## config.mk

```make
export PLATFORM = sky130hd
export DESIGN_NAME = fermat_divider
export DESIGN_NICKNAME = d
export VERILOG_FILES = /design/src/rtl/fermat_div_pkg.sv /design/src/rtl/fdiv_modmul.sv /design/src/rtl/fdiv_ctrl.sv /design/src/rtl/fermat_divider.sv
export SDC_FILE = /design/constraint.sdc
export NUM_CORES = 1
export LEC_CHECK = 0
export BUFFER_PORTS_ARGS = -buffer_cell sky130_fd_sc_hd__buf_2
export CORE_MARGIN = 1
export CORE_UTILIZATION = 50
export DETAILED_ROUTE_END_ITERATION = 16
export GPL_TIMING_DRIVEN = 0
export PLACE_DENSITY = 0.79
export SLEW_MARGIN = 20
export SYNTH_ARGS = -nofsm -noshare
export SYNTH_HDL_FRONTEND = slang
export SYNTH_SLANG_ARGS = --single-unit
```

## constraint.sdc

```tcl
create_clock -name clk -period 7.95 [get_ports clk]
set_input_delay 0.795 -clock clk [delete_from_list [all_inputs] [get_ports clk]]
set_output_delay 0.795 -clock clk [all_outputs]
set_load 0.01 [all_outputs]
```

## src/rtl/fermat_div_pkg.sv

```systemverilog
package fermat_div_pkg;
  // Operand width and the fixed prime modulus (P < 2**K).
  parameter int unsigned K = 8;
  parameter int unsigned P = 251;

  typedef enum logic [2:0] {
    ST_IDLE,
    ST_SQR,
    ST_MULY,
    ST_MULX,
    ST_DONE
  } fdiv_state_t;
endpackage

```

## src/rtl/fdiv_modmul.sv

```systemverilog
// Bit-serial modular multiplier: scans op_a from its MSB, doubles the
// partial sum, adds op_b on a one bit, and reduces after each step.
module fdiv_modmul #(
  parameter int unsigned W = 8,
  parameter int unsigned M = 251
) (
  input  logic         clk,
  input  logic         rst,
  input  logic         go,
  input  logic [W-1:0] op_a,
  input  logic [W-1:0] op_b,
  output logic [W-1:0] prod,
  output logic         rdy
);
  localparam int unsigned CW = $clog2(W + 1);
  localparam logic [W:0]  MODV = (W+1)'(M);
  localparam logic [CW-1:0] CNT_LOAD = CW'(W);

  logic [W-1:0]  a_q, b_q, acc_q;
  logic [CW-1:0] cnt_q;
  logic [W:0]    dbl, red1, sum, red2;

  always_comb begin
    dbl  = {acc_q, 1'b0};
    red1 = (dbl >= MODV) ? dbl - MODV : dbl;
    sum  = red1 + (a_q[W-1] ? {1'b0, b_q} : '0);
    red2 = (sum >= MODV) ? sum - MODV : sum;
  end

  always_ff @(posedge clk) begin
    if (rst) begin
      a_q   <= '0;
      b_q   <= '0;
      acc_q <= '0;
      cnt_q <= '0;
      rdy   <= 1'b0;
    end else if (go) begin
      a_q   <= op_a;
      b_q   <= op_b;
      acc_q <= '0;
      cnt_q <= CNT_LOAD;
      rdy   <= 1'b0;
    end else begin
      rdy <= (cnt_q == CW'(1));
      if (cnt_q != '0) begin
        acc_q <= red2[W-1:0];
        a_q   <= {a_q[W-2:0], 1'b0};
        cnt_q <= cnt_q - CW'(1);
      end
    end
  end

  assign prod = acc_q;
endmodule

```

## src/rtl/fdiv_ctrl.sv

```systemverilog
// Sequencer: scans exponent P-2 MSB first (square, then multiply by y on
// a one bit), then multiplies the inverse by x.
module fdiv_ctrl
  import fermat_div_pkg::*;
#(
  parameter int unsigned W = 8,
  parameter int unsigned M = 251
) (
  input  logic         clk,
  input  logic         rst,
  input  logic         start,
  input  logic [W-1:0] x_in,
  input  logic [W-1:0] y_in,
  input  logic         mul_rdy,
  input  logic [W-1:0] mul_prod,
  output logic         mul_go,
  output logic [W-1:0] mul_a,
  output logic [W-1:0] mul_b,
  output logic [W-1:0] z_out,
  output logic         done
);
  localparam int unsigned BW  = (W > 1) ? $clog2(W) : 1;
  localparam logic [W-1:0] EXP = W'(M - 2);
  localparam logic [BW-1:0] TOP_BIT = BW'(W - 1);

  fdiv_state_t   state_q;
  logic [W-1:0]  acc_q, x_q, y_q;
  logic [BW-1:0] bit_q;
  logic          accept;

  assign accept = start && (state_q == ST_IDLE || state_q == ST_DONE);

  always_comb begin
    mul_a = acc_q;
    unique case (state_q)
      ST_MULY: mul_b = y_q;
      ST_MULX: mul_b = x_q;
      default: mul_b = acc_q;
    endcase
  end

  always_ff @(posedge clk) begin
    if (rst) begin
      state_q <= ST_IDLE;
      acc_q   <= '0;
      x_q     <= '0;
      y_q     <= '0;
      bit_q   <= '0;
      mul_go  <= 1'b0;
      z_out   <= '0;
      done    <= 1'b0;
    end else begin
      mul_go <= 1'b0;
      if (accept) begin
        x_q     <= x_in;
        y_q     <= y_in;
        acc_q   <= W'(1);
        bit_q   <= TOP_BIT;
        done    <= 1'b0;
        mul_go  <= 1'b1;
        state_q <= ST_SQR;
      end else if (mul_rdy) begin
        unique case (state_q)
          ST_SQR: begin
            acc_q  <= mul_prod;
            mul_go <= 1'b1;
            if (EXP[bit_q])        state_q <= ST_MULY;
            else if (bit_q == '0)  state_q <= ST_MULX;
            else                   bit_q   <= bit_q - BW'(1);
          end
          ST_MULY: begin
            acc_q  <= mul_prod;
            mul_go <= 1'b1;
            if (bit_q == '0) state_q <= ST_MULX;
            else begin
              bit_q   <= bit_q - BW'(1);
              state_q <= ST_SQR;
            end
          end
          ST_MULX: begin
            z_out   <= mul_prod;
            done    <= 1'b1;
            state_q <= ST_DONE;
          end
          default: ;
        endcase
      end
    end
  end
endmodule

```

## src/rtl/fermat_divider.sv

```systemverilog
module fermat_divider
  import fermat_div_pkg::*;
#(
  parameter int unsigned W = K,
  parameter int unsigned M = P
) (
  input  logic         clk,
  input  logic         rst,
  input  logic         start,
  input  logic [W-1:0] x_in,
  input  logic [W-1:0] y_in,
  output logic [W-1:0] z_out,
  output logic         done
);
  logic         mul_go, mul_rdy;
  logic [W-1:0] mul_a, mul_b, mul_prod;

  fdiv_ctrl #(.W(W), .M(M)) ctrl_i (
    .clk(clk), .rst(rst), .start(start), .x_in(x_in), .y_in(y_in),
    .mul_rdy(mul_rdy), .mul_prod(mul_prod), .mul_go(mul_go),
    .mul_a(mul_a), .mul_b(mul_b), .z_out(z_out), .done(done)
  );

  fdiv_modmul #(.W(W), .M(M)) mul_i (
    .clk(clk), .rst(rst), .go(mul_go), .op_a(mul_a), .op_b(mul_b),
    .prod(mul_prod), .rdy(mul_rdy)
  );
endmodule

```

==> results of run 1 <==
==> final cells by class <==
cell class | count | area [um^2]
clock inverters | 6 | 116.4
flip-flops and latches | 70 | 1401
repair buffers | 27 | 135.1
well taps | 96 | 120.1
fillers | 603 | 2760
clock buffers | 10 | 137.6
multi-input cells | 359 | 2127
inverters | 10 | 37.54
plain buffers | 27 | 108.9
==> critical path, stage by stage (launching register included) <==
cell and delay, ns:
dfxtp_1 0.34, clkbuf_1 0.33, nand3_1 0.16, nor2_1 0.19, a21o_1 0.26, nand2_1 0.11, xnor2_1 0.23, ha_1 0.36
a2111oi_2 0.41, o31a_1 0.20, a21oi_1 0.05, xnor2_1 0.39, a31o_1 0.23, buf_6 0.14, a211oi_1 0.08, a2111oi_1 0.38
==> layer usage <==
metal / track usage / share of wire / vias to the layer above
met5: 0 / 0 / -
met3: 0.05090 / 0.053 / 21
met1: 0.3178 / 0.47 / 1571
li1: - / - / 1675
met2: 0.3939 / 0.46 / 120
met4: 0.09240 / 0.019 / 0
==> Yosys cell counts, types with 4 or more instances <==
cell | count | area (um^2)
nand3_1 | 8 | 40.04
nor3b_1 | 5 | 37.54
nand2b_1 | 6 | 37.54
o21ai_0 | 24 | 120.1
xnor2_1 | 9 | 78.83
and2_1 | 10 | 62.56
and3_1 | 5 | 31.28
a21oi_1 | 53 | 265.3
inv_1 | 10 | 37.54
ha_1 | 15 | 187.7
mux2i_1 | 26 | 260.3
nand4_1 | 4 | 25.02
xor2_1 | 5 | 43.79
nor2_1 | 48 | 180.2
nand2_1 | 90 | 337.8
dfxtp_1 | 70 | 1401
a211oi_1 | 4 | 30.03
nor2b_1 | 6 | 37.54
clkbuf_1 | 23 | 86.33
==> stage by stage <==
stage                     std cells  worst slack (ns)  hold WS [ns]
after floorplan                 466             4.541        0.4357
after CTS                       605             4.086        0.4614
after global placement          589             4.193        0.4405
after detailed placement        589             4.131        0.4458
final                           605             3.974        0.4577
after global routing            605             3.718        0.4734
==> report_power, final <==
part | total [mW] | internal, mW | switching, mW
clock | 0.363 | 0.219 | 0.144
sequential | 0.423 | 0.390 | 0.0336
combinational | 0.450 | 0.165 | 0.285
==> kinds of logic (layout without fill, tap and decap cells) <==
group	Yosys count	in the layout	synth area share
AOI/OAI and AO/OA	103	103	0.1638
xor gates and xnor gates	14	14	0.03337
adders and majority gates	16	16	0.05652
buffers and inverters	37	80	0.03984
DFF	70	70	0.3813
muxes	27	27	0.07388
and+or+nand+nor	199	199	0.2513
==> worst max-delay path by stage <==
stage | start | endpoint | slack (ns) | depth (start not counted)
floorplan | mul_i.prod[1] | mul_i.prod[3] | 4.54 | 15
finish | mul_i.prod[1] | mul_i.prod[4] | 3.97 | 15
CTS | mul_i.prod[1] | mul_i.prod[3] | 4.09 | 15
detailed placement | mul_i.prod[1] | mul_i.prod[3] | 4.13 | 15
global route | mul_i.prod[1] | mul_i.prod[4] | 3.72 | 15
global placement | mul_i.prod[1] | mul_i.prod[3] | 4.19 | 15
==> state kept, by name, indices dropped and copies added, names as in the netlist, 3 cells and up, named ones only <==
name            cells
ctrl_i.mul_a        8
ctrl_i.x_q          8
ctrl_i.y_q          8
ctrl_i.z_out        8
mul_i.a_q           8
mul_i.b_q           8
mul_i.prod          8
mul_i.cnt_q         4
ctrl_i.bit_q        3
ctrl_i.state_q      3
==> reports/results.ini, run 1 <==
[power]
ir_drop_uv = 117.7
power.total_mw = 1.236
total_leakage_power_nw = 1.683
power_density_mw_per_mm2 = 295.4

[setup_path]
reg2reg_to = mul_i.prod[4]
cp_max_fo = 10
startpoint_type = flop
required_ns = 8.17
critPathArrivalTime_ns = 4.19
worstSetupPathType = reg -> reg
reg2reg_from = mul_i.prod[1]
worst_r2r_path_depth = 15
reg2reg_slack_ns = 3.97
critPathCaptureType = flop

[logic_synthesis]
synth.cell_area_mm2 = 0.003675
ys_ff_latch = 70
ys_types = 51
syn-num-nets = 501
synth_edf_count = 0
syn_inst = 466
async_flop_share = 0
seq_area_frac_synth = 0.3813
ys.flop_type = dfxtp_1
syn_area_per_cell_um2 = 7.886
yosys_warnings = 0

[routing]
wire_per_inst_um = 14.62
via_per_inst = 5.598
ant_nets = 0
dr.first_iter.drc_count = 293
drc_errors = 0
num_vias = 3387
firstDrtPassIters = 5
wirelength_mm = 8.846

[timing]
period_share = 0.5001
setup_viol = 0
max_slew_margin = 0.5418
grt_setup_unrepaired = false
tns_ns = 0
fmax_ghz = 0.2515
min_period_ns = 3.976
hold_violations = 0
drv_slew = 0
final.setup_skew_ns = 0.008633
worst_slew_pin_slew_ns = 0.6873

[hold_path]
holdPathEnd = ctrl_i.x_q[7]
hp-class = reg -> reg
whs_path_depth = 2
hp-start = ctrl_i.x_q[7]

[clock_network]
cts-root-buf = clkbuf_8
h-tree-depth = 3
post_cts_buffers = 0
clock_path_buffers = 2
cts.sinks = 70
clk_pin_slew_ns = 0.08
numCtsBuffers = 9
clk_latency_ns = 0.35
cts_tree = yes
ctsHoldBuffers = 0
ctsResizeCount = 0

[place]
place_area_mm2 = 0.003930
dp.final_hpwl_mm = 6.335
io_buffers = 27
gp_congestion = 0.9004

[grt]
grt_pass1_vias = 3046
antenna_found_initial = 0
grt_usage = 0.2431
grt.overflow.total = 0
grt_first_pass_wirelength_mm = 14.39
grt_start_max_net_pins = 14

[floorplan]
die_area_mm2 = 0.007697
initial_core_util = 0.5292
num_rows = 30
die_h_um = 87.73
io_pins = 28
fp.coreArea_mm2 = 0.006944
fp.dieW_um = 87.73

[cells_and_area]
diodes = 0
final_common_cell = nand2_1
fin_nets = 539
final_cell_mix = nand2_1, dfxtp_1, a21oi_1
finish.utilization = 0.6025
drive_gt1_frac = 0.1061
syn_to_final_growth_pct = 13.86
final_area_mm2 = 0.004184

[run]
maxCapViolCount = 0

[outcome]
status = completed

Note: power is estimated with default switching activity, not from simulation.
==> run 2, diff against run 1 <==
- PLACE_DENSITY: 0.79 -> 0.82
- clock period: 7.95 -> 3.6 ns (I/O delays scaled with it)
==> reports/results.ini, run 2 (same netlist as run 1, synthesis figures left out) <==
[grt]
grt_usage = 0.2453  ; +0.002190
grt_first_pass_wirelength_mm = 14.40  ; about the same
antenna_found_initial = 0  ; unchanged
grt.overflow.total = 0  ; unchanged
grt_pass1_vias = 3087  ; +1.3%
grt_start_max_net_pins = 13  ; -1

[routing]
drc_errors = 0  ; unchanged
dr_wl_met2_mm = 4.359  ; +6.9%
dr.first_iter.drc_count = 304  ; +3.8%
ant_nets = 0  ; unchanged
via_per_inst = 5.651  ; +0.94%
num_vias = 3402  ; +0.44%
top_layer = met4
firstDrtPassIters = 5  ; unchanged
met3_length_um = 474  ; +1.7%
wire_per_inst_um = 15.00  ; +2.6%
wirelength_mm = 9.030  ; +2.1%
drt-met1-wl_mm = 4.054  ; -1.9%

[setup_path]
cpLargestDelayFamily = simple AND/OR/NAND/NOR gates
path_depth = 14  ; -1
cpPeakStageDelay_ns = 0.52  ; +0.11 ns
critPathCaptureType = flop
startpoint_type = flop
crit_chain = nand2_1 -> nor2_2 -> a21o_1 -> buf_4 -> nand4_1 -> xnor2_1 -> ha_1 -> or4_1 -> nand3_1 -> and2_4 -> a31o_1 -> buf_6 -> a211oi_1 -> a2111oi_1
worst_r2r_path_depth = 14  ; -1
crit_buf_inv = 2  ; unchanged
slowest_stage = or4_1
worstSetupPathType = reg -> reg
cp_max_fo = 10  ; unchanged
required_ns = 3.82  ; -4.35 ns
critPathArrivalTime_ns = 3.71  ; -0.48 ns

[outcome]
status = completed

[timing]
holdWs_ns = 0.2468  ; -0.2109 ns
period_share = 0.9682  ; +0.4681
setup_viol = 0  ; unchanged
fmax_ghz = 0.2869  ; +14%
min_period_ns = 3.486  ; -0.4902 ns
layout_setup_ws_ns = 0.1144  ; -3.860 ns
drv_slew = 0  ; unchanged
max_slew_margin = 0.5480  ; +0.006189
worst_slew_pin_slew_ns = 0.6780  ; -0.009283 ns
final.setup_skew_ns = 0.009083  ; +0.0004491 ns
hold_violations = 0  ; unchanged
tns_ns = 0  ; unchanged

[floorplan]
fp.coreArea_mm2 = 0.006944  ; unchanged
fp.dieW_um = 87.73  ; unchanged
die_area_mm2 = 0.007697  ; unchanged
num_rows = 30  ; unchanged
die_h_um = 87.73  ; unchanged
initial_core_util = 0.5292  ; unchanged
io_pins = 28  ; unchanged

[clock_network]
cts.sinks = 70  ; unchanged
cts-root-buf = clkbuf_8
clk_latency_ns = 0.35  ; about the same
numCtsBuffers = 9  ; unchanged
clock_path_buffers = 2  ; unchanged
cts_tree = yes
h-tree-depth = 3  ; unchanged
clk_pin_slew_ns = 0.08  ; about the same

[cells_and_area]
syn_to_final_growth_pct = 13.89  ; about the same
diodes = 0  ; unchanged
final_common_cell = nand2_1
fin_nets = 537  ; -0.37%
fillers = 584  ; -3.2%
drive_gt1_frac = 0.1265  ; +0.02039
finish.utilization = 0.6027  ; about the same
final_cell_mix = nand2_1, dfxtp_1, a21oi_1

[hold_path]
hp-class = in -> reg
whs_path_depth = 3  ; +1

[place]
dpl_worst_slack_ns = -0.2170  ; -4.348 ns
io_buffers = 27  ; unchanged
dp.final_hpwl_mm = 6.566  ; +3.7%
gp_congestion = 0.9197  ; +2.1%

[run]
maxCapViolCount = 0  ; unchanged

[power]
ir_drop_uv = 276.1  ; +130%
power.total_mw = 2.660  ; +120%
power_density_mw_per_mm2 = 635.6  ; +120%
total_leakage_power_nw = 1.675  ; -0.46%

[run 2: final cells by class]
type	count	area, um^2	area share
multi-input combinational	359	2167	0.5178
sequential	70	1409	0.3366
timing repair buffer	28	142.6	0.03408
clock buffer	9	123.9	0.02960
tap	96	120.1	0.02870
buffer	24	97.59	0.02332
clock inverter	6	87.58	0.02093
inverter	10	37.54	0.008969
[run 2: path summary, 6_finish.rpt]
path              endpoint           from  slack (ns)
min          ctrl_i.x_q[1]        x_in[1]        0.25
max reg2reg  mul_i.prod[4]  mul_i.prod[5]        0.11
max          mul_i.prod[4]  mul_i.prod[5]        0.11
min reg2reg  ctrl_i.y_q[0]  ctrl_i.y_q[0]        0.46
[run 2: timing repair]
action	in CTS	in global routing
cloned	0	0
hold buffers	0	0
buffers inserted	1	0
setup endpoints to repair	4	4
resized for setup	3	9
[run 2: layer usage]
layer / vias up / GRT usage
met2: 123 / 0.4109
met5: - / 0
met4: 0 / 0.09687
li1: 1668 / -
met3: 13 / 0.03770
met1: 1598 / 0.3166
[run 2: power breakdown]
part | switching, mW | internal [mW] | total [mW]
registers | 0.108 | 0.868 | 0.976
clock network | 0.300 | 0.386 | 0.686
logic | 0.616 | 0.382 | 0.998
total | 1.02 | 1.64 | 2.66
[run 2: worst register-to-register path, stage by stage, from the launching register on]
cell and delay, ns:
dfxtp_1 0.48, nand2_1 0.12, nor2_2 0.14, a21o_1 0.16, buf_4 0.15, nand4_1 0.12, xnor2_1 0.29, ha_1 0.35
or4_1 0.52, nand3_1 0.17, and2_4 0.19, a31o_1 0.17, buf_6 0.15, a211oi_1 0.08, a2111oi_1 0.32
[run 2: through the flow]
| step | instances | area [um^2] |
|---|---|---|
| global placement | 589 | 3930 |
| detailed placement | 589 | 3930 |
| global route | 602 | 4185 |
| CTS | 602 | 4141 |
| floorplan | 466 | 3675 |
| finish | 602 | 4185 |
